<file path="src/rtl/pxfmt_pkg.sv">
package pxfmt_pkg;

  typedef enum logic [1:0] {
    SRC_DE  = 2'b00,
    SRC_HS  = 2'b01,
    SRC_VS  = 2'b10
  } sync_src_e;

  typedef struct packed {
    logic hs;
    logic vs;
    logic de;
  } sync_t;

endpackage

</file>
<file path="src/rtl/pxfmt_chan.sv">
module pxfmt_chan #(
  parameter int CW  = 8,
  parameter int SHW = 3
) (
  input  logic [CW-1:0]  din,
  input  logic [SHW-1:0] shamt,
  input  logic           flip,
  output logic [CW-1:0]  dout
);
  logic [CW-1:0] shifted;
  logic [CW-1:0] reversed;

  assign shifted = din >> shamt;

  for (genvar i = 0; i < CW; i++) begin : g_rev
    assign reversed[i] = shifted[CW-1-i];
  end

  assign dout = flip ? reversed : shifted;
endmodule

</file>
<file path="src/rtl/pxfmt_phase.sv">
module pxfmt_phase
  import pxfmt_pkg::*;
(
  input  logic      clk,
  input  logic      rst_n,
  input  sync_src_e src,
  input  logic      hs,
  input  logic      vs,
  input  logic      de,
  output logic      ph_now
);
  logic hs_q, vs_q, de_q, ph_q;
  logic resync;

  always_comb begin
    case (src)
      SRC_DE:  resync = de & ~de_q;
      SRC_HS:  resync = hs & ~hs_q;
      default: resync = vs & ~vs_q;
    endcase
  end

  assign ph_now = resync ? 1'b0 : ~ph_q;

  always_ff @(posedge clk) begin
    if (!rst_n) begin
      hs_q <= 1'b0;
      vs_q <= 1'b0;
      de_q <= 1'b0;
      ph_q <= 1'b0;
    end else begin
      hs_q <= hs;
      vs_q <= vs;
      de_q <= de;
      ph_q <= ph_now;
    end
  end
endmodule

</file>
<file path="src/rtl/pxfmt_pack.sv">
module pxfmt_pack
  import pxfmt_pkg::*;
#(
  parameter int PW = 24
) (
  input  logic          clk,
  input  logic          rst_n,
  input  logic          dual,
  input  logic          inv_a,
  input  logic          inv_b,
  input  logic [PW-1:0] pix,
  input  sync_t         syn,
  input  logic          ph,
  output logic [PW-1:0] pa,
  output logic [PW-1:0] pb,
  output sync_t         osyn,
  output logic          ce
);
  logic [PW-1:0] hold_pix;
  sync_t         hold_syn;
  logic [PW-1:0] reg_a, reg_b;
  sync_t         reg_syn;
  logic          reg_ce;

  always_ff @(posedge clk) begin
    if (!rst_n) begin
      hold_pix <= '0;
      hold_syn <= '0;
      reg_a    <= '0;
      reg_b    <= '0;
      reg_syn  <= '0;
      reg_ce   <= 1'b0;
    end else if (dual) begin
      reg_ce <= ph;
      if (!ph) begin
        hold_pix <= pix;
        hold_syn <= syn;
      end else begin
        reg_a   <= hold_pix;
        reg_b   <= pix;
        reg_syn <= hold_syn;
      end
    end else begin
      reg_ce  <= 1'b1;
      reg_a   <= pix;
      reg_b   <= '0;
      reg_syn <= syn;
    end
  end

  assign pa   = reg_a ^ {PW{inv_a}};
  assign pb   = dual ? (reg_b ^ {PW{inv_b}}) : '0;
  assign osyn = reg_syn;
  assign ce   = reg_ce;
endmodule

</file>
<file path="src/rtl/pixel_pair_fmt.sv">
module pixel_pair_fmt
  import pxfmt_pkg::*;
#(
  parameter  int CW  = 8,
  localparam int SHW = $clog2(CW),
  localparam int PW  = 3 * CW
) (
  input  logic           clk,
  input  logic           rst_n,
  input  logic           cfg_dual,
  input  logic [SHW-1:0] cfg_shift,
  input  logic           cfg_flip,
  input  logic           cfg_swap,
  input  logic           cfg_inv_a,
  input  logic           cfg_inv_b,
  input  logic [1:0]     cfg_src,
  input  logic [CW-1:0]  in_r,
  input  logic [CW-1:0]  in_g,
  input  logic [CW-1:0]  in_b,
  input  logic           in_hs,
  input  logic           in_vs,
  input  logic           in_de,
  output logic [PW-1:0]  out_a,
  output logic [PW-1:0]  out_b,
  output logic           out_hs,
  output logic           out_vs,
  output logic           out_de,
  output logic           out_ce
);
  localparam int NCOL = 3;

  logic [CW-1:0] col_in  [NCOL];
  logic [CW-1:0] col_fmt [NCOL];
  logic [PW-1:0] fmt_pix;
  logic          ph_now;

  logic [PW-1:0] s1_pix;
  sync_t         s1_syn;
  logic          s1_ph;
  sync_t         o_syn;

  assign col_in[0] = in_r;
  assign col_in[1] = in_g;
  assign col_in[2] = in_b;

  for (genvar c = 0; c < NCOL; c++) begin : g_col
    pxfmt_chan #(.CW(CW), .SHW(SHW)) u_chan (
      .din   (col_in[c]),
      .shamt (cfg_shift),
      .flip  (cfg_flip),
      .dout  (col_fmt[c])
    );
  end

  assign fmt_pix = cfg_swap ? {col_fmt[2], col_fmt[1], col_fmt[0]}
                            : {col_fmt[0], col_fmt[1], col_fmt[2]};

  pxfmt_phase u_phase (
    .clk    (clk),
    .rst_n  (rst_n),
    .src    (sync_src_e'(cfg_src)),
    .hs     (in_hs),
    .vs     (in_vs),
    .de     (in_de),
    .ph_now (ph_now)
  );

  always_ff @(posedge clk) begin
    if (!rst_n) begin
      s1_pix <= '0;
      s1_syn <= '0;
      s1_ph  <= 1'b0;
    end else begin
      s1_pix <= fmt_pix;
      s1_syn <= '{hs: in_hs, vs: in_vs, de: in_de};
      s1_ph  <= ph_now;
    end
  end

  pxfmt_pack #(.PW(PW)) u_pack (
    .clk   (clk),
    .rst_n (rst_n),
    .dual  (cfg_dual),
    .inv_a (cfg_inv_a),
    .inv_b (cfg_inv_b),
    .pix   (s1_pix),
    .syn   (s1_syn),
    .ph    (s1_ph),
    .pa    (out_a),
    .pb    (out_b),
    .osyn  (o_syn),
    .ce    (out_ce)
  );

  assign out_hs = o_syn.hs;
  assign out_vs = o_syn.vs;
  assign out_de = o_syn.de;
endmodule

</file>
<file path="config.mk">
export PLATFORM = sky130hd
export DESIGN_NAME = pixel_pair_fmt
export DESIGN_NICKNAME = d
export VERILOG_FILES = /design/src/rtl/pxfmt_pkg.sv /design/src/rtl/pxfmt_chan.sv /design/src/rtl/pxfmt_phase.sv /design/src/rtl/pxfmt_pack.sv /design/src/rtl/pixel_pair_fmt.sv
export SDC_FILE = /design/constraint.sdc
export NUM_CORES = 1
export LEC_CHECK = 0
export BUFFER_PORTS_ARGS = -buffer_cell sky130_fd_sc_hd__buf_2
export CAP_MARGIN = 0
export CORE_ASPECT_RATIO = 0.8
export CORE_MARGIN = 5
export CORE_UTILIZATION = 57
export CTS_BUF_LIST = sky130_fd_sc_hd__clkbuf_16
export DETAILED_ROUTE_END_ITERATION = 12
export PLACE_DENSITY = 0.89
export SYNTH_ARGS = -nofsm -noshare
export SYNTH_HDL_FRONTEND = slang
export SYNTH_SLANG_ARGS = --single-unit
</file>
<file path="constraint.sdc">
create_clock -name clk -period 1.64 [get_ports clk]
set_input_delay 0.082 -clock clk [delete_from_list [all_inputs] [get_ports clk]]
set_output_delay 0.082 -clock clk [all_outputs]
set_load 0.05 [all_outputs]
</file>
[Word level (Yosys, flattened, before mapping)]
Cells that the tools add are included.
Operators by class
  eq/ne operators: 2
  shift operators: 3
  mux-type cells: 11
  bitwise operators: 10
  reductions and logical operators: 4
Operator list (number)
  2-to-1 mux 24 bit: 4
  bitwise XOR 24 bit: 2
  2-to-1 mux 8 bit: 3
  right shift 8 x 3 -> 8 bit: 3
  2-to-1 mux 3 bit: 2
  NOT 1 bit: 5
  AND reduction 2 bit: 2
  AND 1 bit: 3
  equality test 2 x 1 -> 1 bit, second input constant: 1
  zero test 2 bit: 1
  inequality test 2 x 1 -> 1 bit, second input constant: 1
  one-hot mux 1 bit (2 select lines): 1
  OR reduction 2 bit: 1
  2-to-1 mux 1 bit: 1
Storage, ports and cells
  register bits: 107
  bits of input ports: 39
  output and inout port bits: 52
  word-level logic and storage cells: 45

[Longest topological paths before layout]
Gate-level depths: netlist of the first run.
  depth in word-level cells: 4
  depth in mapped cells: 7

[Modules after synthesis]
From an unflattened synthesis of the first run, not the netlist that was laid out.
Second synthesis, totals
  cells, all modules: 626
  area, all modules: 5738.0 um^2
Modules (own cells, without submodules)
  pxfmt_pack: instances 1, cells an instance 400, area each 3666.0 um^2, seq. area each 1581.5 um^2
  pxfmt_chan: instances 3, cells an instance 46, area each 327.8 um^2, seq. area each 0.0 um^2
  pixel_pair_fmt: instances 1, cells an instance 76, area each 935.9 um^2, seq. area each 560.5 um^2
  pxfmt_phase: instances 1, cells an instance 12, area each 152.6 um^2, seq. area each 80.1 um^2

[Worst setup path before layout of the first run]
Ideal clock, no wire load.
  kind: input -> output
  start point: input cfg_inv_a
  end point: output out_a[14]
  data arrival time: 1.576 ns
  setup slack: -0.018 ns
  stages on the path: 3
  buffers on the path: 2
  cell sequence: clkbuf_1 > buf_1 > xor2_1
Between the ends
  longest elaborated chain between the ends: 1
Ends and longest elaborated chain
  from (decl): line pixel_pair_fmt.sv:14  | input logic cfg_inv_a,
  bitwise XOR 24 bit: line pxfmt_pack.sv:51  | assign pa = reg_a ^ {PW{inv_a}};
  to (decl): line pixel_pair_fmt.sv:23  | output logic [PW-1:0] out_a,
Every way passes these cells.

[Final worst setup path of the first run]
  start point: register u_pack.reg_b[2]
  end point: output out_b[2]
Between the ends
  longest elaborated chain between the ends: 2
Ends and longest elaborated chain
  from (decl): line pxfmt_pack.sv:21  | logic [PW-1:0] reg_a, reg_b;
  from (signal assigned): line pxfmt_pack.sv:40  | reg_b <= pix;
  bitwise XOR 24 bit: line pxfmt_pack.sv:52  | assign pb = dual ? (reg_b ^ {PW{inv_b}}) : '0;
  2-to-1 mux 24 bit: line pxfmt_pack.sv:52
  to (decl): line pixel_pair_fmt.sv:24  | output logic [PW-1:0] out_b,
Every way passes these cells.

==> results of run 1 <==
[through the flow]
stage | utilization, % | hold slack (ps) | worst slack (ps) | power, W
3_5_place_dp | 65.4 | 304 | 37.5 | 0.00440
6_report | 68.9 | 84.9 | 267 | 0.00657
5_1_grt | 68.9 | 95.5 | 175 | 0.00685
4_1_cts | 68.9 | 75.3 | 238 | 0.00660
2_1_floorplan | - | 204 | -17.9 | 0.00399
3_3_place_gp | 65.4 | 299 | 94.1 | 0.00436
[power by group through the flow]
stage | combinational (W) | sequential [W] | clock [W]
finish | 0.00152 | 0.00284 | 0.00221
CTS | 0.00152 | 0.00284 | 0.00225
global placement | 0.00147 | 0.00289 | 0
global route | 0.00163 | 0.00286 | 0.00237
detailed placement | 0.00150 | 0.00290 | 0
floorplan | 0.00111 | 0.00288 | 0
[layout by cell type, fill, tap and decap left out, types with 4 or more instances in the layout]
master and n:
a21boi_1 20, and2_1 33, o21ai_1 5, a21boi_0 7
dfxtp_1 106, a21oi_1 8, nand2b_1 7, o211a_1 35
nor3_1 6, nand2_1 100, o22ai_1 7, buf_12 6
o21ai_0 6, clkbuf_16 9, mux4_2 6, nor2_1 33
a31oi_1 4, xor2_1 48, mux2_1 4, nor2b_1 5
mux2i_1 76, o211ai_1 9, buf_2 90, buf_4 21
[area by class of cell]
type                            instances  area [um^2]  share of cell area [%]
Clock buffer                            9          225                    3.39
Clock inverter                          7         82.6                    1.24
Inverter                                4         15.0                   0.226
Multi-Input combinational cell        455         3250                    48.9
Sequential cell                       107         2140                    32.2
Tap cell                              136          170                    2.56
Timing Repair Buffer                  120          758                    11.4
[per-layer routing]
metal	vias to the layer above	routed length, um	part of all wire [%]	global-route usage [%]
li1	2310	-	-	-
met1	2211	6050	44	30.8
met2	161	6680	48	39.6
met3	24	895	6.5	5.45
met4	0	209	1.5	4.91
met5	-	0	0	0
[logic make-up (layout without fill, tap and decap cells)]
family,after synthesis,in the layout
and+or+nand+nor,198,198
muxes,89,89
AOI/OAI and AO/OA,120,120
DFF,107,107
xor gates and xnor gates,48,48
buffers and inverters,59,140
[sequential cells by signal (all words and copies together), names as in the netlist]
| signal | flops |
|---|---|
| u_phase.de_q | 1 |
| u_phase.hs_q | 1 |
| u_phase.vs_q | 1 |
| u_pack.osyn | 3 |
| u_pack.reg_a | 24 |
| u_pack.hold_pix | 24 |
| u_pack.ce | 1 |
| u_phase.ph_q | 1 |
| u_pack.reg_b | 24 |
| s1_pix | 24 |
| u_pack.hold_syn | 3 |
[worst max-delay path, cell delays in order, from the launching register on]
cell	delay (ps)
dfxtp_1	360
xor2_1	170
and2_1	160
buf_2	260
[what timing repair did]
| item | CTS | global route |
|---|---|---|
| gates resized for setup | 0 | 0 |
| hold buffers | 3 | 0 |
| hold endpoints to repair | 3 | 0 |
[how the worst max path moves through the flow]
stage | depth (start not counted) | slack, ps | startpoint | endpoint
CTS | 3 | 240 | u_pack.reg_b[2]$_SDFFE_PN0P_ | out_b[2]
floorplan | 3 | -20 | cfg_inv_a | out_a[14]
detailed placement | 6 | 40 | cfg_shift[1] | s1_pix[23]$_SDFF_PN0_
global placement | 8 | 90 | cfg_shift[1] | s1_pix[5]$_SDFF_PN0_
finish | 3 | 270 | u_pack.reg_b[2]$_SDFFE_PN0P_ | out_b[2]
global route | 3 | 180 | u_pack.reg_b[23]$_SDFFE_PN0P_ | out_b[23]
==> out/qor.yml, run 1 <==
logic_synthesis:
  synthSimpleGateAreaFrac_pct: 16.0
  synth-main-ff-cell: "dfxtp_1"
  synth_compound_area_share_pct: 16.8
  avgSynthCellArea_um2: 9.10
  synth.most_common_cell: "dfxtp_1"
  synth_top_family_by_area: "multiplexers"
  yosysTopAreaCell: "dfxtp_1"
  synth_mux_area_share_pct: 17.2
  yosysSeqAreaShare_pct: 37.9
  synth_area_leaders: "dfxtp_1 (38%), mux2i_1 (13%), xor2_1 (7.4%), nand2_1 (6.6%), o211a_1 (6.2%)"
  syn_nets: 660
  postSynth.asyncResetShare_pct: 0
  yosys_warnings: 0
  synthXorXnorAreaFrac_pct: 7.44
  synth_seq_cells: 107
  ys_types: 47
  netlist_area_mm2: 0.00565
  synthTopCellsByCount: "dfxtp_1 (107), nand2_1 (100), mux2i_1 (76)"
  synth-adder-area-share_pct: 0
  synth_edf_count: 0
  netlist.area_leader.share_pct: 37.9
  synthCells: 621
grt:
  grt_pass1_wl_mm: 22.9
  grtUsageTotal_pct: 23.5
  grt_pass1_vias: 4600
  antenna_found_initial: 0
  grt_max_degree: 62
  overflow: 0
timing:
  fmax_ghz: 0.728
  min_period_ps: 1370
  fin_tns_setup_ps: 0
  slew_viol_final: 0
  worst_slew_pin_slew_ps: 472
  setup_violations: 0
  hold_violations: 0
  grt_setup_unrepaired: "false"
  maxSlewHeadroom_pct: 68.3
  skew_ps: 8.94
  final.period_utilization_pct: 83.7
pwr:
  p_clk_share_pct: 33.6
  p_leak_nw: 3.19
  switching_share_pct: 31.8
  netSwitchingPower_w: 0.00209
  pwr-share-comb_pct: 23.1
  intPower_w: 0.00448
  ir_drop_uv: 573
  p_seq_share_pct: 43.3
  p_per_area_mw_per_mm2: 988
worst_setup_path:
  crit_fanout: 2
  reg2reg_depth: 5
  r2r-start: "u_phase.ph_q$_SDFF_PP0_"
  worstPathArrival_ps: 1290
  cp-start-kind: "flip-flop"
  required_ps: 1560
  r2r_slack_ps: 330
  worstSetupPathType: "flip-flop to output pin"
  r2r_end: "u_pack.hold_pix[17]$_SDFFE_PN0P_"
  end_kind: "output pin"
floorplan:
  die_width_um: 121
  fp.coreArea_mm2: 0.00965
  row_count: 32
  dieArea_mm2: 0.0120
  start_util_pct: 58.6
  fp.dieH_um: 99.1
  pin_count: 91
clock_network:
  numCtsBuffers: 9
  clkLatencyLatePin_ps: 350
  clockBufferDepth: 2
  h-tree-depth: 3
  clk_pin_slew_ps: 70
  post_cts_buffers: 0
  root_buffer: "clkbuf_16"
  clock_sink_count: 107
  tritoncts: "yes"
hold_path:
  hold_path_class: "input pin to flip-flop"
  hold_start: "cfg_src[1]"
  min_to: "u_phase.ph_q$_SDFF_PP0_"
  holdPathStages: 4
cells_and_area:
  instances_no_fill: 838
  drive_gt1_share_pct: 20.7
  syn_to_final_growth_pct: 17.6
  antenna_cells: 0
  nNetsFinal: 736
  postLayoutCellArea_mm2: 0.00665
  fillers: 743
placed_design:
  dp.cells: 819
  port_buffers: 90
  hpwl_mm: 9.94
  place.gp.congestion: 0.953
  place_area_mm2: 0.00631
detailed_routing:
  drtPass1Iterations: 7
  route.detailed.drc: 0
  vias_per_cell: 5.62
  ant_nets: 0
  via_count: 4706
  wirelength_mm: 13.8
  avgRoutedWirePerCell_um: 16.5
  drtIter0Drc: 321
status:
  status: "completed"
job:
  cap_violations: 0
Power figures use the tool's default switching activity.
==> run 2, diff against run 1 <==
- clock period: 1.64 -> 1.3 ns (I/O delays scaled with it)
==> out/qor.yml, run 2 (synthesized netlist as in run 1, its figures left out) <==
grt:
  grt_pass1_vias: 4857  # +5.6%
  grt_max_degree: 51  # -18%
  grtUsageTotal_pct: 24.3  # +0.79 points
  overflow: 0  # unchanged
  antenna_found_initial: 0  # unchanged
  grt_pass1_wl_mm: 23.8  # +3.9%
hold_path:
  hold_path_class: "input pin to flip-flop"
  holdPathStages: 4  # unchanged
detailed_routing:
  avgRoutedWirePerCell_um: 17.8  # +7.8%
  ant_nets: 0  # unchanged
  wirelength_mm: 15.4  # +11%
  vias_per_cell: 5.73  # +2.1%
  via_count: 4972  # +5.7%
  drtPass1Iterations: 6  # -1
  route.detailed.drc: 0  # unchanged
  drtIter0Drc: 389  # +21%
worst_setup_path:
  worstPathArrival_ps: 1250  # -40 ps
  required_ps: 1240  # -320 ps
  end_kind: "output pin"
  path_cells: "xor2_1, and2_1, clkbuf_4"
  reg2reg_depth: 5  # unchanged
  cp-start-kind: "flip-flop"
  crit_slowest_cell: "dfxtp_1"
  max_stage_delay_ps: 360  # about the same
  worstSetupPathType: "flip-flop to output pin"
  crit_fanout: 2  # unchanged
floorplan:
  start_util_pct: 58.6  # unchanged
  fp.coreArea_mm2: 0.00965  # unchanged
  row_count: 32  # unchanged
  fp.dieH_um: 99.1  # unchanged
  pin_count: 91  # unchanged
  die_width_um: 121  # unchanged
  dieArea_mm2: 0.0120  # unchanged
timing:
  setup_violations: 1  # +1
  worst_slew_pin_slew_ps: 375  # -96.3 ps
  skew_ps: 11.5  # +2.60 ps
  final.period_utilization_pct: 101
  min_period_ps: 1320
  fin_ws_ps: -16.4  # -283 ps
  hold_violations: 0  # unchanged
  fmax_ghz: 0.760
  maxSlewHeadroom_pct: 74.3  # +6.0 points
  slew_viol_final: 0  # unchanged
  fin_tns_setup_ps: -16.4  # -16.4 ps
clock_network:
  post_cts_buffers: 0  # unchanged
  clkLatencyLatePin_ps: 350  # about the same
  tritoncts: "yes"
  h-tree-depth: 3  # unchanged
  numCtsBuffers: 9  # unchanged
  clockBufferDepth: 2  # unchanged
  clk_pin_slew_ps: 70  # about the same
  root_buffer: "clkbuf_16"
  clock_sink_count: 107  # unchanged
pwr:
  switching_share_pct: 31.9  # +0.097 points
  p_leak_nw: 3.41  # +6.9%
  p_seq_share_pct: 42.3  # -1.0 points
  p_per_area_mw_per_mm2: 1190  # +21%
  p_clk_share_pct: 32.8  # -0.8 points
  pwr-share-comb_pct: 24.9  # +1.8 points
  netSwitchingPower_w: 0.00272  # +30%
  ir_drop_uv: 760  # +33%
  intPower_w: 0.00581  # +30%
cells_and_area:
  syn_to_final_growth_pct: 26.7
  fillers: 655  # -12%
  multi_input_area_mm2: 0.00337  # +3.5%
  drive_gt1_share_pct: 26.8  # +6.2 points
  layout_commonest_cell: "dfxtp_1"
  postLayoutCellArea_mm2: 0.00716  # +7.7%
  mostFrequentLayoutCells: "dfxtp_1 (101), nand2_1 (100), mux2i_1 (76)"
  nNetsFinal: 765  # +3.9%
  final_util_pct: 74.2  # +5.3 points
  antenna_cells: 0  # unchanged
  final-seq-area_mm2: 0.00215  # +0.41%
job:
  cap_violations: 0  # unchanged
placed_design:
  place_area_mm2: 0.00667  # +5.6%
  hpwl_mm: 10.8  # +8.4%
  place.gp.congestion: 0.971  # +1.9%
  port_buffers: 90  # unchanged
status:
  violations: "setup timing"
  status: "finished with violations"
[run 2: final cells by class]
cell class	instances	area share (%)
Inverter	4	0.210
Multi-Input combinational cell	455	47.0
Sequential cell	107	30.0
Clock buffer	9	3.14
Clock inverter	7	1.24
Tap cell	136	2.38
Timing Repair Buffer	149	16.0
[run 2: final timing paths]
path	from	endpoint	slack [ps]
max	u_pack.reg_b[8]$_SDFFE_PN0P_	out_b[8]	-20
min	cfg_src[1]	u_phase.ph_q$_SDFF_PP0_	30
min reg2reg	u_pack.hold_pix[9]$_SDFFE_PN0P_	u_pack.hold_pix[9]$_SDFFE_PN0P_	460
max reg2reg	u_phase.ph_q$_SDFF_PP0_	u_pack.hold_pix[5]$_SDFFE_PN0P_	60
[run 2: timing repair]
| action | in CTS | in global routing |
|---|---|---|
| pin swaps | 0 | 0 |
| setup endpoints to repair | 9 | 38 |
| gates cloned | 0 | 1 |
| hold endpoints to repair | 3 | 0 |
| gates resized for setup | 10 | 46 |
| hold buffers | 3 | 0 |
[run 2: per-layer routing]
| metal | track usage (%) | vias up | share of wire, % |
|---|---|---|---|
| li1 | - | 2350 | - |
| met1 | 31.3 | 2381 | 41 |
| met2 | 41.7 | 209 | 50 |
| met3 | 4.02 | 32 | 6.4 |
| met4 | 7.32 | 0 | 2.1 |
| met5 | 0 | - | 0 |
[run 2: worst max-delay path: cells and delay by family, from the launching register on]
family / cells / cell delay [ps]
flops: 1 / 360
buf+inv: 1 / 230
xor+xnor: 1 / 160
simple gates: 1 / 160
[run 2: power groups by stage]
stage | Clock [W] | Combinational [W] | Sequential [W]
final | 0.00279 | 0.00213 | 0.00361
after global routing | 0.00296 | 0.00226 | 0.00362
after CTS | 0.00281 | 0.00206 | 0.00360
after detailed placement | 0 | 0.00203 | 0.00367
after global placement | 0 | 0.00197 | 0.00366
after floorplan | 0 | 0.00143 | 0.00364
[run 2: through the flow]
step	instances	power, W	hold WS [ps]	setup slack [ps]
2_1_floorplan	621	0.00507	187	-148
6_report	867	0.00853	34.4	-16.4
3_5_place_dp	847	0.00570	292	-303
3_3_place_gp	847	0.00563	282	-274
5_1_grt	867	0.00884	63.3	-64.5
4_1_cts	866	0.00846	26.9	3.33
